===== config.mk =====
export PLATFORM = sky130hd
export DESIGN_NAME = serial_pcache
export DESIGN_NICKNAME = d
export VERILOG_FILES = /design/src/rtl/pcache_pkg.sv /design/src/rtl/pcache_datapath.sv /design/src/rtl/pcache_control.sv /design/src/rtl/serial_pcache.sv
export SDC_FILE = /design/constraint.sdc
export NUM_CORES = 1
export LEC_CHECK = 0
export ABC_AREA = 1
export BUFFER_PORTS_ARGS = -buffer_cell sky130_fd_sc_hd__buf_2
export CORE_ASPECT_RATIO = 0.8
export CORE_MARGIN = 8
export CORE_UTILIZATION = 50
export CTS_CLUSTER_SIZE = 28
export DETAILED_ROUTE_END_ITERATION = 10
export PLACE_DENSITY = 0.67
export REMOVE_ABC_BUFFERS = 1
export SYNTH_ARGS = -nofsm -noshare
export SYNTH_HDL_FRONTEND = slang
export SYNTH_SLANG_ARGS = --single-unit

===== constraint.sdc =====
create_clock -name clk -period 5.9 [get_ports clk]
set_input_delay 0.295 -clock clk [delete_from_list [all_inputs] [get_ports clk]]
set_output_delay 0.295 -clock clk [all_outputs]
set_load 0.05 [all_outputs]

===== src/rtl/pcache_pkg.sv =====
package pcache_pkg;

  // Strobes from the sequencer to the datapath, at most one set per cycle
  typedef struct packed {
    logic loadReq;   // capture request address, restart probe index
    logic advance;   // step to the next probe position
    logic takeHit;   // latch response from the probed line
    logic takeFill;  // write memory word into the set and latch response
  } ctrlStrobe_t;

endpackage


===== src/rtl/pcache_datapath.sv =====
module pcache_datapath
  import pcache_pkg::*;
#(
  parameter int ADDR_W = 12,
  parameter int DATA_W = 16,
  parameter int LINES  = 16,
  parameter int WAYS   = 4
) (
  input  logic                       clk,
  input  logic                       rstN,
  input  ctrlStrobe_t                strobe,
  input  logic [ADDR_W-1:0]          reqAddr,
  input  logic [DATA_W-1:0]          memRespData,
  output logic                       probeHit,
  output logic                       lastProbe,
  output logic [ADDR_W-1:0]          blockAddr,
  output logic [DATA_W-1:0]          respData,
  output logic                       respHit,
  output logic [$clog2(WAYS+1)-1:0]  respProbes
);

  localparam int SETS   = LINES / WAYS;
  localparam int SET_W  = $clog2(SETS);
  localparam int WAY_W  = $clog2(WAYS);
  localparam int LINE_W = WAY_W + SET_W;
  localparam int TAG_W  = ADDR_W - SET_W;
  localparam int CNT_W  = $clog2(WAYS+1);

  logic [ADDR_W-1:0] addrQ;
  logic [WAY_W-1:0]  probeIdx;
  logic [TAG_W-1:0]  tagArr  [LINES];
  logic [DATA_W-1:0] dataArr [LINES];
  logic [LINES-1:0]  validArr;
  logic [WAY_W-1:0]  rrPtr   [SETS];

  logic [SET_W-1:0]  setIdx;
  logic [TAG_W-1:0]  tagQ;
  logic [LINE_W-1:0] lineIdx;
  logic [WAY_W-1:0]  victimWay;
  logic              foundFree;
  logic [LINE_W-1:0] fillIdx;
  logic [WAY_W-1:0]  rrNext;

  assign setIdx    = addrQ[SET_W-1:0];
  assign tagQ      = addrQ[ADDR_W-1:SET_W];
  assign lineIdx   = {probeIdx, setIdx};
  assign probeHit  = validArr[lineIdx] && (tagArr[lineIdx] == tagQ);
  assign lastProbe = (probeIdx == WAY_W'(WAYS-1));
  assign blockAddr = addrQ;
  assign fillIdx   = {victimWay, setIdx};

  // Victim choice: lowest invalid position in probe order, else round robin
  always_comb begin
    victimWay = rrPtr[setIdx];
    foundFree = 1'b0;
    for (int w = WAYS-1; w >= 0; w--) begin
      if (!validArr[{WAY_W'(w), setIdx}]) begin
        victimWay = WAY_W'(w);
        foundFree = 1'b1;
      end
    end
  end

  // Pointer wrap that also works for a non-power-of-two way count
  assign rrNext = (rrPtr[setIdx] == WAY_W'(WAYS-1)) ? '0 : rrPtr[setIdx] + 1'b1;

  always_ff @(posedge clk) begin
    if (!rstN) begin
      addrQ      <= '0;
      probeIdx   <= '0;
      validArr   <= '0;
      respData   <= '0;
      respHit    <= 1'b0;
      respProbes <= '0;
      for (int s = 0; s < SETS; s++) rrPtr[s] <= '0;
    end else begin
      if (strobe.loadReq) begin
        addrQ    <= reqAddr;
        probeIdx <= '0;
      end
      if (strobe.advance) probeIdx <= probeIdx + 1'b1;
      if (strobe.takeHit) begin
        respData   <= dataArr[lineIdx];
        respHit    <= 1'b1;
        respProbes <= CNT_W'(probeIdx) + 1'b1;
      end
      if (strobe.takeFill) begin
        validArr[fillIdx] <= 1'b1;
        if (!foundFree) rrPtr[setIdx] <= rrNext;
        respData   <= memRespData;
        respHit    <= 1'b0;
        respProbes <= CNT_W'(WAYS);
      end
    end
  end

  // Storage without reset; validity is tracked separately
  always_ff @(posedge clk) begin
    if (strobe.takeFill) begin
      tagArr[fillIdx]  <= tagQ;
      dataArr[fillIdx] <= memRespData;
    end
  end

endmodule


===== src/rtl/pcache_control.sv =====
module pcache_control
  import pcache_pkg::*;
(
  input  logic        clk,
  input  logic        rstN,
  input  logic        reqValid,
  input  logic        probeHit,
  input  logic        lastProbe,
  input  logic        memReqReady,
  input  logic        memRespValid,
  output ctrlStrobe_t strobe,
  output logic        reqReady,
  output logic        respValid,
  output logic        memReqValid
);

  typedef enum logic [2:0] {
    ST_IDLE, ST_PROBE, ST_MEMREQ, ST_MEMWAIT, ST_RESP
  } seqState_t;

  seqState_t state, stateNext;

  always_comb begin
    stateNext   = state;
    strobe      = '0;
    reqReady    = 1'b0;
    respValid   = 1'b0;
    memReqValid = 1'b0;
    unique case (state)
      ST_IDLE: begin
        reqReady = 1'b1;
        if (reqValid) begin
          strobe.loadReq = 1'b1;
          stateNext      = ST_PROBE;
        end
      end
      ST_PROBE: begin
        if (probeHit) begin
          strobe.takeHit = 1'b1;
          stateNext      = ST_RESP;
        end else if (lastProbe) begin
          stateNext = ST_MEMREQ;
        end else begin
          strobe.advance = 1'b1;
        end
      end
      ST_MEMREQ: begin
        memReqValid = 1'b1;
        if (memReqReady) stateNext = ST_MEMWAIT;
      end
      ST_MEMWAIT: begin
        if (memRespValid) begin
          strobe.takeFill = 1'b1;
          stateNext       = ST_RESP;
        end
      end
      ST_RESP: begin
        respValid = 1'b1;
        stateNext = ST_IDLE;
      end
      default: stateNext = ST_IDLE;
    endcase
  end

  always_ff @(posedge clk) begin
    if (!rstN) state <= ST_IDLE;
    else       state <= stateNext;
  end

endmodule


===== src/rtl/serial_pcache.sv =====
module serial_pcache
  import pcache_pkg::*;
#(
  parameter int ADDR_W = 12,
  parameter int DATA_W = 16,
  parameter int LINES  = 16,
  parameter int WAYS   = 4
) (
  input  logic                      clk,
  input  logic                      rstN,
  input  logic                      reqValid,
  output logic                      reqReady,
  input  logic [ADDR_W-1:0]         reqAddr,
  output logic                      respValid,
  output logic [DATA_W-1:0]         respData,
  output logic                      respHit,
  output logic [$clog2(WAYS+1)-1:0] respProbes,
  output logic                      memReqValid,
  input  logic                      memReqReady,
  output logic [ADDR_W-1:0]         memReqAddr,
  input  logic                      memRespValid,
  input  logic [DATA_W-1:0]         memRespData
);

  ctrlStrobe_t strobe;
  logic        probeHit;
  logic        lastProbe;

  pcache_control u_ctrl (
    .clk          (clk),
    .rstN         (rstN),
    .reqValid     (reqValid),
    .probeHit     (probeHit),
    .lastProbe    (lastProbe),
    .memReqReady  (memReqReady),
    .memRespValid (memRespValid),
    .strobe       (strobe),
    .reqReady     (reqReady),
    .respValid    (respValid),
    .memReqValid  (memReqValid)
  );

  pcache_datapath #(
    .ADDR_W (ADDR_W),
    .DATA_W (DATA_W),
    .LINES  (LINES),
    .WAYS   (WAYS)
  ) u_dp (
    .clk         (clk),
    .rstN        (rstN),
    .strobe      (strobe),
    .reqAddr     (reqAddr),
    .memRespData (memRespData),
    .probeHit    (probeHit),
    .lastProbe   (lastProbe),
    .blockAddr   (memReqAddr),
    .respData    (respData),
    .respHit     (respHit),
    .respProbes  (respProbes)
  );

endmodule


; Word level (Yosys, flattened, before mapping)
; Memories as Yosys holds them, arrays and structs flattened. A register that Yosys moved wholly into a read port is not among the register bits.
; Index checks and enable logic that the tools add are counted.
[totals]
register_bits = 53
mem_bits_rw = 424
input_bits = 33
out_inout_bits = 35
elab_cells = 98
mem_count = 3
[mem_list]
columns = memory, words, width, read_ports, rd_clocked_by_memory_dff, write_ports, line
row1 = u_dp.dataArr, 16, 16, 1, 0, 1, pcache_datapath.sv:32  ; logic [DATA_W-1:0] dataArr [LINES];
row2 = u_dp.tagArr, 16, 10, 1, 0, 1, pcache_datapath.sv:31  ; logic [TAG_W-1:0] tagArr [LINES];
row3 = u_dp.rrPtr, 4, 2, 1, 1, 4, pcache_datapath.sv:34  ; logic [WAY_W-1:0] rrPtr [SETS];
[classes]
addsub = 3
magnitude_cmp = 7
eq_ne = 11
n_mux = 56
bitwise_logic = 2
reduce_logical = 8
[ops]
columns = cell, count
row1 = 16-bit two-way mux, 2
row2 = 1-bit two-way mux, 28
row3 = 2-bit two-way mux, 12
row4 = 3-bit two-way mux, 7
row5 = "4-bit by 5-bit less-than comparator with 1-bit output, second input constant", 4
row6 = 16-bit OR, 1
row7 = 3-bit one-hot mux with 4 select lines, 1
row8 = 10-bit == test, 1
row9 = 1-bit binary-select mux with 2-bit select, 4
row10 = "3-bit by 2-bit == test with 1-bit output, second input constant", 2
row11 = "2-bit != test, second input constant", 3
row12 = "2-bit by 5-bit less-than comparator with 1-bit output, second input constant", 1
row13 = "3-bit by 5-bit less-than comparator with 1-bit output, second input constant", 1
row14 = "2-bit by 1-bit adder with 2-bit output, second input constant", 2
row15 = 1-bit binary-select mux with 4-bit select, 1
row16 = 1-bit demux with 4-bit select, 1
row17 = "2-bit == test, second input constant", 2
row18 = "4-bit by 1-bit >= comparator with 1-bit output, second input constant", 1
row19 = 4-bit AND reduction, 1
row20 = 2-bit nonzero test, 2
row21 = 2-bit OR reduction, 2
row22 = "2-bit by 1-bit adder with 3-bit output, second input constant", 1
row23 = "3-bit by 1-bit == test with 1-bit output, second input constant", 1
row24 = "3-bit == test, second input constant", 1
row25 = 4 further kinds, 5

; Depth between registers and ports, before layout
[depth]
depth_word = 12
mapped_depth = 19
ltp_nobuf = 18

; Hierarchy
; Synthesis repeated with hierarchy kept, for this count alone.
[hier_totals]
hier_cells = 1583
area_unflattened_um2 = 18869.3
[modules_own_cells]
columns = module, instances, cells_each, area_each_um2
row1 = pcache_datapath, 1, 1540, 18617.9
row2 = pcache_control, 1, 43, 251.5

; Least setup slack after synthesis
; OpenSTA, ideal clock, no wires.
[synth_timing]
kind = reg2reg
startpoint = register u_dp.addrQ[0] (netlist: u_dp.blockAddr[0])
endpoint = memory u_dp.dataArr[10][0] (enable)
setup_ps = 410
arrival_ps = 3010
path_slack_ps = 2480
path_stages_with_launch = 14
path_buffers = 2
period_less_slack_ps = 3420
path_cell_list = dfxtp_1 > buf_6 > buf_4 > nand2_1 > nand2_1 > nand2_1 > and2_1 > o21ai_0 > nand2_1 > nand2_1 > inv_1 > nor2_1 > inv_1 > nor2_1
[synth_via]
elab_chain_cells = 6
elab_cells_between_ends = 12
cone_classes = 12 x mux
[synth_lines]
columns = item, line
row1 = start: declaration, pcache_datapath.sv:29  ; logic [ADDR_W-1:0] addrQ;
row2 = start signal: assignment, pcache_datapath.sv:78  ; addrQ <= reqAddr;
row3 = 1-bit binary-select mux with 2-bit select, pcache_datapath.sv:57  ; if (!validArr[{WAY_W'(w), setIdx}]) begin
row4 = 1-bit two-way mux (not written as such), pcache_datapath.sv:57
row5 = 2-bit two-way mux (4 in series), pcache_datapath.sv:57
row6 = end: declaration, pcache_datapath.sv:32
; Several ways; a longest one is shown, not always the timed one. The select of a mux whose other input is x is not followed.

; Worst setup path in the final report
[layout_timing]
startpoint = register u_dp.addrQ[0] (netlist: u_dp.blockAddr[0])
endpoint = memory u_dp.tagArr[13][3] in the netlist's numbering (enable)
[layout_via]
elab_chain_cells = 6
elab_cells_between_ends = 12
cone_classes = 12 x mux
[layout_lines]
columns = item, line
row1 = 1-bit binary-select mux with 2-bit select, pcache_datapath.sv:57
row2 = 1-bit two-way mux (not written as such), pcache_datapath.sv:57
row3 = 2-bit two-way mux (4 in series), pcache_datapath.sv:57
row4 = end: declaration, pcache_datapath.sv:31
; Several ways; a longest one is shown, not always the timed one. The select of a mux whose other input is x is not followed.

==> flow_summary.yaml <==
hold_path:
  hold-path-endpoint: "u_dp.blockAddr[11]"
  hold_depth: 3
  min-delay-start: "reqAddr[11]"
  hold_path_class: "primary input to flip-flop"
timing:
  max_freq_mhz: 258.7
  finalSetupViolations: 0
  hold_viol: 0
  rsz0062_at_grt: "false"
  relSlewSlack_pct: 21.37
  fin_skew_ps: 21.53
  drv_slew: 0
  period_share_pct: 65.52
  tightestPinTransition_ps: 1177
  final.min_clock_period_ps: 3866
placement:
  place_congestion: 0.8885
  placed_area_um2: 19820
  hpwl_um: 26710
  io_buffers: 67
clock_tree:
  postCtsHoldBufs: 0
  cts_tree: "built"
  post_cts_resized: 0
  cts.htree.levels: 2
  path_clk_slew_ps: 60
  postCtsSetupBuffers: 0
  worst_skew_pair.late_latency_ps: 570
  root_buffer: "clkbuf_16"
  cts.path.max_buffers: 3
  cts_buffers: 46
  clock_sinks: 479
detailed_routing:
  via_per_inst: 5.812
  drc: 0
  routed_wl_um: 48260
  drt_iter0_drc: 1252
  dr.pass1.iters: 8
  wl_per_cell_um: 22.33
  via_count: 12560
  ant_nets: 0
floorplanning:
  dieArea_um2: 44560
  die_h_um: 190.4
  start_util_pct: 50.19
  io_pins: 68
  coreArea_um2: 37880
  rows: 64
  die_w_um: 234.0
synth:
  synth_ff_type: "edfxtp_1"
  ys_seq_elements: 479
  synth.avg_cell_area_um2: 12.03
  ys_seq_area_share_pct: 72.76
  ys_async_sr_fraction_pct: 0
  synth.distinct_cells: 38
  synth_edf_count: 424
  synth_area_um2: 19010
  yosys_warnings: 0
  syn_inst: 1581
worst_setup_path:
  cp.required_ps: 6070
  rr_endpoint: "u_dp.tagArr[13][3]"
  critPathArrivalTime_ps: 4030
  worstSetupPathType: "flip-flop to flip-flop"
  endpoint_kind: "flip-flop"
  reg2reg_slack_ps: 2030
  reg2reg_from: "u_dp.blockAddr[0]"
  worst-path-max-fanout: 31
  r2r_cells: 10
  cp-start-kind: "flip-flop"
run_status:
  status: "completed"
power_and_ir_drop:
  fin_total_pwr_mw: 7.747
  ir_drop_mv: 0.1772
  power-per-cell-area_nw_per_um2: 363.9
  p_leak_nw: 7.595
global_route:
  grt_use_total_pct: 21.67
  grt_pass1_vias: 12350
  grt-ovfl-total: 0
  antenna_found_initial: 0
  grt_pass1_wl_um: 74290
  grt_max_degree: 65
final_layout:
  syn2layout_area_growth_pct: 11.98
  drive_gt1_share_pct: 10.92
  nNetsFinal: 1664
  design_area_um2: 21290
  fillers: 3050
  n_antenna_cell: 0
run:
  maxCapViolations: 0
==> critical path: stages (launching register included) <==
cell and delay, ps:
dfxtp_2 840, inv_2 420, nor2_4 500, nand2_1 80, and2_1 170, nand2_1 70, and2_1 160, nand2_1 100
nor2_1 100, inv_1 160, nor2_4 840
==> cells in the mapped netlist (2+ instances only) <==
| cell type | n | area, µm² |
|---|---|---|
| nand2_1 | 476 | 1787 |
| edfxtp_1 | 424 | 12730 |
| nand3_1 | 108 | 540.5 |
| nor2_1 | 86 | 322.8 |
| a22oi_1 | 78 | 585.6 |
| dfxtp_1 | 55 | 1101 |
| a21oi_1 | 54 | 270.3 |
| inv_1 | 51 | 191.4 |
| nand4_1 | 49 | 306.5 |
| o21ai_0 | 32 | 160.2 |
| buf_2 | 31 | 155.2 |
| clkbuf_1 | 28 | 105.1 |
| nand3b_1 | 17 | 127.6 |
| buf_1 | 15 | 56.30 |
| a21boi_1 | 10 | 75.07 |
| o21a_1 | 9 | 67.56 |
| buf_4 | 8 | 60.06 |
| o211ai_1 | 8 | 60.06 |
| a31oi_1 | 7 | 43.79 |
| nor3_1 | 4 | 20.02 |
| and2_1 | 3 | 18.77 |
| buf_6 | 3 | 33.78 |
| inv_2 | 3 | 11.26 |
| a32o_1 | 2 | 20.02 |
| clkinv_1 | 2 | 7.510 |
| ha_1 | 2 | 25.02 |
| nor2_2 | 2 | 12.51 |
| o21ai_1 | 2 | 10.01 |
| o22ai_1 | 2 | 12.51 |
| or2_2 | 2 | 12.51 |
==> sequential cells by signal, summed over array words and instances, names as in the netlist, named ones only <==
| signal | count |
|---|---|
| u_ctrl.state | 3 |
| u_dp.blockAddr | 12 |
| u_dp.dataArr | 256 |
| u_dp.probeIdx | 2 |
| u_dp.respData | 16 |
| u_dp.respHit | 1 |
| u_dp.respProbes | 3 |
| u_dp.rrPtr | 8 |
| u_dp.tagArr | 160 |
| u_dp.validArr | 16 |
==> per-stage QoR <==
stage	worst slack [ps]	hold slack, ps	utilization, %	setup TNS, ps	instances
final	2034	28.52	56.21	0	2161
after global routing	1772	45.46	56.21	0	2161
after CTS	2038	18.07	56.21	0	2161
after detailed placement	2055	452.4	52.34	0	2076
after global placement	2145	448.0	52.34	0	2076
after floorplan	-49.98	393.9	-	-8970	1496
==> cell usage in the layout, fill, tap and decap left out, types with 7 or more instances in the layout <==
master / n
nand2_1: 475
a31oi_1: 7
clkinv_1: 9
dfxtp_1: 51
o21a_1: 9
nand3b_1: 17
clkbuf_16: 46
inv_1: 51
a22oi_1: 78
buf_2: 67
a21boi_1: 10
buf_4: 18
clkinv_2: 8
nand3_1: 108
edfxtp_1: 424
nand4_1: 49
nor2_4: 18
clkbuf_1: 14
o21ai_0: 32
o211ai_1: 8
a21oi_1: 54
nor2_1: 70
==> where the power goes <==
group | total, mW | switching (mW) | leakage, nW | internal [mW]
combinational | 0.996 | 0.720 | 2.59 | 0.276
sequential | 3.85 | 0.102 | 4.29 | 3.75
clock | 2.90 | 1.25 | 0.719 | 1.65
total | 7.75 | 2.07 | 7.60 | 5.68
==> area by class of cell <==
type,count,area (µm²),area share [%]
multi-input cells,961,4686,22.01
repair buffers,85,470.5,2.210
well taps,495,619.3,2.909
flip-flops and latches,479,13840,65.00
clock inverters,23,235.2,1.105
inverters,56,210.2,0.9873
clock buffers,62,1231,5.783
==> metal layers <==
metal / GRT usage (%) / vias up / routed length (µm)
met5: 0 / - / 0
met4: 6.043 / 0 / 996
met3: 3.227 / 78 / 3709
met2: 34.31 / 520 / 22390
met1: 31.08 / 6225 / 21170
li1: - / 5737 / -
==> worst max-delay path by stage <==
stage,from,to,slack (ps),cells after the start
2_1_floorplan,u_dp.blockAddr[0],u_dp.dataArr[10][0],-50,10
3_3_place_gp,u_dp.blockAddr[0],u_dp.dataArr[13][4],2140,10
3_5_place_dp,u_dp.blockAddr[0],u_dp.dataArr[12][6],2060,10
4_1_cts,u_dp.blockAddr[0],u_dp.tagArr[8][0],2040,10
5_1_grt,u_dp.blockAddr[0],u_dp.tagArr[8][3],1770,10
6_report,u_dp.blockAddr[0],u_dp.tagArr[13][3],2030,10
==> cell families after synthesis <==
| logic type | Yosys count | share of synthesized area, % |
|---|---|---|
| buffers and inverters | 141 | 3.264 |
| adder cells (fa/ha/maj) | 2 | 0.1316 |
| flip-flops | 479 | 72.76 |
| AND/OR/NAND/NOR | 752 | 16.84 |
| AO/OA/AOI/OAI | 207 | 7.002 |
Power figures use the tool's default switching activity.
